--- src/rtl/mcs_pkg.sv ---
// Shared constants, types and descriptor decoding for the machine cycle sequencer.
// Assumes six states per machine cycle and at most four machine cycles per instruction.
package mcs_pkg;
    localparam int N_STATES = 6;
    localparam int ST_W     = $clog2(N_STATES);
    localparam int CYC_W    = 2;
    localparam int LEN_W    = 2;

    typedef logic [ST_W-1:0]  state_t;
    typedef logic [CYC_W-1:0] cyc_t;
    typedef logic [LEN_W-1:0] len_t;

    localparam state_t ST_S1 = state_t'(0);
    localparam state_t ST_S2 = state_t'(1);
    localparam state_t ST_S4 = state_t'(3);
    localparam state_t ST_S5 = state_t'(4);
    localparam state_t ST_S6 = state_t'(N_STATES - 1);

    // Effective per-instruction descriptor held for the whole instruction.
    typedef struct packed {
        len_t len;
        cyc_t last;
        logic movx;
    } desc_t;

    // Map the cycle-count code to the index of the last cycle.
    function automatic cyc_t code_to_last(input logic [1:0] code);
        case (code)
            2'd0:    return cyc_t'(0);
            2'd1:    return cyc_t'(1);
            default: return cyc_t'(3);
        endcase
    endfunction
endpackage

--- src/rtl/mcs_phase_ctr.sv ---
// Free-running state/phase position inside one machine cycle.
// Assumes clk ticks once per phase; reset parks the counter at S1 phase 1.
module mcs_phase_ctr
    import mcs_pkg::*;
(
    input  logic   clk,
    input  logic   rst_n,
    output state_t st,
    output logic   ph2,
    output logic   cyc_end
);
    // Toggle the phase every tick and step the state after phase 2.
    always_ff @(posedge clk) begin
        if (!rst_n) begin
            st  <= ST_S1;
            ph2 <= 1'b0;
        end else begin
            ph2 <= ~ph2;
            if (ph2) begin
                st <= (st == ST_S6) ? ST_S1 : st + state_t'(1);
            end
        end
    end

    // Flag the final phase of the machine cycle.
    always_comb begin
        cyc_end = ph2 && (st == ST_S6);
    end
endmodule

--- src/rtl/mcs_cycle_trk.sv ---
// Latches the effective instruction descriptor and tracks the cycle index within the instruction.
// Assumes the decoder output is valid in S2P1 of the first cycle; other phases are ignored.
module mcs_cycle_trk
    import mcs_pkg::*;
(
    input  logic   clk,
    input  logic   rst_n,
    input  state_t st,
    input  logic   ph2,
    input  logic   cyc_end,
    input  len_t   dec_len,
    input  logic [1:0] dec_cyc,
    input  logic   dec_movx,
    output cyc_t   cyc,
    output desc_t  desc_q
);
    desc_t desc_eff;
    logic  load;

    // Resolve the raw descriptor into effective length and last-cycle index.
    always_comb begin
        desc_eff.movx = dec_movx;
        desc_eff.len  = (dec_len == len_t'(0)) ? len_t'(1) : dec_len;
        desc_eff.last = code_to_last(dec_cyc);
        if (dec_movx) begin
            desc_eff.len  = len_t'(1);
            desc_eff.last = cyc_t'(1);
        end else if (desc_eff.len == len_t'(3) && desc_eff.last == cyc_t'(0)) begin
            desc_eff.last = cyc_t'(1);
        end
        load = !ph2 && (st == ST_S2) && (cyc == cyc_t'(0));
    end

    // Capture the descriptor once per instruction and advance the cycle index.
    always_ff @(posedge clk) begin
        if (!rst_n) begin
            cyc    <= cyc_t'(0);
            desc_q <= '{len: len_t'(1), last: cyc_t'(0), movx: 1'b0};
        end else begin
            if (load) begin
                desc_q <= desc_eff;
            end
            if (cyc_end) begin
                cyc <= (cyc == desc_q.last) ? cyc_t'(0) : cyc + cyc_t'(1);
            end
        end
    end
endmodule

--- src/rtl/mcs_strobe_dec.sv ---
// Decodes bus and pipeline strobes from the registered position and descriptor.
// Assumes a purely combinational decode, so the strobes follow the state registers directly.
module mcs_strobe_dec
    import mcs_pkg::*;
(
    input  state_t st,
    input  logic   ph2,
    input  cyc_t   cyc,
    input  desc_t  desc_q,
    output logic   ale,
    output logic   code_rd,
    output logic   op_latch,
    output logic   pc_step,
    output logic   instr_done
);
    logic first_cyc;
    logic bus_quiet;
    logic rd_slot;
    logic ale_slot;
    logic byte2_use;
    logic byte3_use;

    // Work out the strobe windows and the suppression of the second cycle of an external move.
    always_comb begin
        first_cyc  = (cyc == cyc_t'(0));
        bus_quiet  = desc_q.movx && (cyc == cyc_t'(1));
        rd_slot    = ph2 && ((st == ST_S1) || (st == ST_S4));
        ale_slot   = rd_slot || (!ph2 && ((st == ST_S2) || (st == ST_S5)));
        ale        = ale_slot && !bus_quiet;
        code_rd    = rd_slot && !bus_quiet;
        op_latch   = ph2 && (st == ST_S1) && first_cyc;
        byte2_use  = ph2 && (st == ST_S4) && first_cyc && (desc_q.len >= len_t'(2));
        byte3_use  = ph2 && (st == ST_S1) && (cyc == cyc_t'(1)) && (desc_q.len == len_t'(3));
        pc_step    = op_latch || byte2_use || byte3_use;
        instr_done = ph2 && (st == ST_S6) && (cyc == desc_q.last);
    end
endmodule

--- src/rtl/mc_sequencer.sv ---
// Top of the machine cycle sequencer: six states of two phases per cycle, 1/2/4-cycle instructions.
// Assumes one clk tick per phase and a decoder descriptor valid in S2P1 of each first cycle.
module mc_sequencer
    import mcs_pkg::*;
(
    input  logic       clk,
    input  logic       rst_n,
    input  logic [1:0] dec_len,
    input  logic [1:0] dec_cyc,
    input  logic       dec_movx,
    output logic [2:0] st_idx,
    output logic       st_ph2,
    output logic       ale,
    output logic       code_rd,
    output logic       op_latch,
    output logic       pc_step,
    output logic       instr_done
);
    state_t st;
    logic   ph2;
    logic   cyc_end;
    cyc_t   cyc;
    desc_t  desc_q;

    mcs_phase_ctr u_phase (
        .clk     (clk),
        .rst_n   (rst_n),
        .st      (st),
        .ph2     (ph2),
        .cyc_end (cyc_end)
    );

    mcs_cycle_trk u_cycle (
        .clk      (clk),
        .rst_n    (rst_n),
        .st       (st),
        .ph2      (ph2),
        .cyc_end  (cyc_end),
        .dec_len  (dec_len),
        .dec_cyc  (dec_cyc),
        .dec_movx (dec_movx),
        .cyc      (cyc),
        .desc_q   (desc_q)
    );

    mcs_strobe_dec u_strobe (
        .st         (st),
        .ph2        (ph2),
        .cyc        (cyc),
        .desc_q     (desc_q),
        .ale        (ale),
        .code_rd    (code_rd),
        .op_latch   (op_latch),
        .pc_step    (pc_step),
        .instr_done (instr_done)
    );

    // Present the position on the ports.
    always_comb begin
        st_idx = 3'(st);
        st_ph2 = ph2;
    end
endmodule

--- config.mk ---
export PLATFORM = sky130hd
export DESIGN_NAME = mc_sequencer
export DESIGN_NICKNAME = d
export VERILOG_FILES = /design/src/rtl/mcs_pkg.sv /design/src/rtl/mcs_phase_ctr.sv /design/src/rtl/mcs_cycle_trk.sv /design/src/rtl/mcs_strobe_dec.sv /design/src/rtl/mc_sequencer.sv
export SDC_FILE = /design/constraint.sdc
export NUM_CORES = 1
export LEC_CHECK = 0
export BUFFER_PORTS_ARGS = -buffer_cell sky130_fd_sc_hd__buf_2
export CORE_UTILIZATION = 50
export DETAILED_ROUTE_END_ITERATION = 8
export PLACE_DENSITY = 0.75
export SLEW_MARGIN = 30
export SYNTH_ARGS = -nofsm -noshare
export SYNTH_HDL_FRONTEND = slang
export SYNTH_SLANG_ARGS = --single-unit
--- constraint.sdc ---
create_clock -name clk -period 1.6 [get_ports clk]
set_clock_uncertainty 0.1 [all_clocks]
set_input_delay 0 -clock clk [delete_from_list [all_inputs] [get_ports clk]]
set_output_delay 0 -clock clk [all_outputs]
set_load 0.005 [all_outputs]
==> impl_metrics.toml <==
[run_status]
status = "finished, violations left"
violations = "negative setup slack"

[yosys]
synth_fa_ha_area_share_pct = 5.639
synth_compound_area_share_pct = 23.68
synthTopCellsByArea = "dfxtp_1, ha_1, a21oi_1"
syn_area_per_cell_um2 = 9.118
ys.flop_type = "dfxtp_1"
yosysWarnings = 0
synth_top_family_by_area = "simple AND/OR/NAND/NOR gates"
yosysTopAreaCell = "dfxtp_1"
yosysMostFrequentCell = "dfxtp_1"
synth_cells = 73
synth_xor_area_share_pct = 3.947
synthMuxAreaShare_pct = 1.504
synth_cell_types = 32
synthArstFlopShare_pct = 0
yosys.area_share.simple_pct = 25.38
synth_commonest_cells = "dfxtp_1, a21oi_1, inv_1, nor2_1"
ys_ff_latch = 11
synth_area_um2 = 665.6
synth_top_area_share_pct = 33.08
synth_edf_count = 0
synth_seq_area_share_pct = 33.08
syn_nets = 83

[finish]
diodes = 0
fill_cells = 66
area_growth_syn_to_layout_pct = 40.79
nets = 111
final_cell_area_um2 = 937.1
layout-drive-gt1-share_pct = 50.00

[cts]
tritoncts = "done"
htree_num_levels = 1
cts_sinks = 11
numCtsBuffers = 3
cts_root_buf = "clkbuf_4"
cts_buffer_depth = 2
clkLatencyLatePin_ns = 0.26
clkSlewWorstSetupHoldPaths_ns = 0.07

[route]
routed_wl_um = 1561
postRouteAntennaNets = 0
via_per_inst = 5.807
drcViolationCount = 0
dr.pass1.iters = 4
route.vias.total = 662
drt-initial-drc-count = 28
wl_per_cell_um = 13.69

[sta]
hold_viol = 0
fmax_ghz = 0.6115
tightest_slew_ns = 0.3750
setup_violations = 1
period_needed_ns = 1.635
fin_ws_ns = -0.03529
fin_crit_sh_pct = 102.2
hold_ws_ns = 0.04139
report.final.slew_viol_count = 0
grt_setup_unrepaired = "yes"
fin_setup_tns_ns = -0.03529
max_slew_margin_pct = 74.36

[floorplan]
rows = 12
design.die.area_mm2 = 0.001481
die_y_um = 38.49
core_mm2 = 0.001171
die_w_um = 38.49
io_pins = 16
start_util_pct = 56.84

[setup_path]
cpPeakStageDelay_ns = 0.34
worst-path-max-fanout = 2
reg2reg_slack_ns = 0.07
crit-reg2reg-launch = "u_phase.st[0]"
path_cells = "and2_4 > ha_4 > and3_4 > a31o_4 > a21o_1 > buf_2"
reg2reg_to = "u_cycle.desc_q[4]"
cp.required_ns = 1.50
cp-end-kind = "primary output"
start_kind = "flop"
crit_slowest_cell = "dfxtp_4"
crit_buf_inv = 1
crit_arrival_ns = 1.54
cp_top_family = "flip-flops"
rr_worst_depth = 6
critical_path_class = "flop to primary output"

[placed_design]
io_buffers = 15
place_hpwl_um = 995.9
place_area_um2 = 773.2
gp_congestion = 0.8421
dpl_worst_slack_ns = 0.1152

[pwr]
p_per_area_mw_per_mm2 = 690.6
ir_drop_mv = 0.4971
power_leakage_nw = 0.4279

[grt]
track_usage_pct = 25.06
grt_pass1_wl_um = 2511
grt_max_degree = 11
overflow = 0
grt_pass1_vias = 596
grt_antenna_before_repair = 0

[min_path]
holdPathEnd = "u_cycle.desc_q[2]"
min_from = "dec_cyc[1]"
hold_class = "input pin to flop"
hold_depth = 3

[flow_run]
drv_cap = 0
## registers in the layout, summed over array words and instances (netlist names)
signal,flops
u_cycle.cyc,2
u_cycle.desc_q,5
u_phase.ph2,1
u_phase.st,3
## tightest hold or removal path, cell delays in order
cell and delay (ns):
buf_2 0.08, and4b_2 0.20, o21a_1 0.09
## what timing repair did
item | 4_1_cts | 5_1_grt
endpoints found under the hold margin | 6 | 0
pin swaps | 3 | 1
resized for setup | 16 | 3
endpoints found under the setup margin | 4 | 8
hold buffers | 1 | 0
buffers inserted | 5 | 1
## cell type report
class | instances | area, um^2 | share of cell area, %
timing repair buffer | 28 | 175.2 | 18.69
sequential | 11 | 234.0 | 24.97
tap | 14 | 17.52 | 1.869
multi-input combinational | 53 | 469.2 | 50.07
inverter | 4 | 15.01 | 1.602
clock buffer | 4 | 26.28 | 2.804
## through the flow
stage                      power, W  cells  util (%)
after floorplan           0.0003847     73         -
after global placement    0.0004277    103     66.03
after detailed placement  0.0004298    103     66.03
after CTS                 0.0006430    113     77.88
after global routing      0.0006843    114     80.02
final                     0.0006472    114     80.02
## cells in the final DEF (no fill, tap or decap), drive strengths merged, types with 2 or more instances in the layout
master / n
nand2: 3
a2111oi: 2
and2: 3
buf: 27
dfxtp: 11
a21boi: 3
ha: 3
and3: 3
inv: 4
nor2: 4
xor2: 3
a21oi: 7
clkbuf: 4
o21a: 3
and4b: 3
o21ai: 2
nor4b: 3
## worst max path at each step
stage,slack (ns),from,cells past startpoint,end
after floorplan,0.16,u_phase.st[1],6,pc_step
after global placement,0.11,u_phase.st[0],3,u_cycle.desc_q[2]
after detailed placement,0.12,u_cycle.cyc[1],5,u_cycle.desc_q[4]
after CTS,-0.03,u_phase.st[0],6,pc_step
after global routing,-0.08,u_phase.st[0],6,pc_step
final,-0.04,u_phase.st[0],6,pc_step
## power by group
| part | internal, W | leakage [nW] | total, W | switching [W] |
|---|---|---|---|---|
| combinational | 0.0000838 | 0.320 | 0.000157 | 0.0000731 |
| clock | 0.0000962 | 0.0150 | 0.000187 | 0.0000909 |
| sequential | 0.000287 | 0.0925 | 0.000303 | 0.0000160 |
| total | 0.000467 | 0.428 | 0.000647 | 0.000180 |
## cell families (layout without fill, tap and decap cells)
kind of cell | after synthesis | after routing
adders and majority gates | 3 | 3
AOI/OAI and AO/OA | 23 | 23
and+or+nand+nor | 23 | 23
DFF | 11 | 11
xor gates and xnor gates | 3 | 3
buffers and inverters | 9 | 36
muxes | 1 | 1
## per-layer routing
layer / global-route usage (%) / wire [um] / vias up
li1: - / - / 326
met1: 28.37 / 714 / 318
met2: 44.58 / 789 / 16
met3: 5.814 / 46 / 2
met4: 9.483 / 11 / 0
met5: 0 / 0 / -
(Power assumes the default switching activity.)
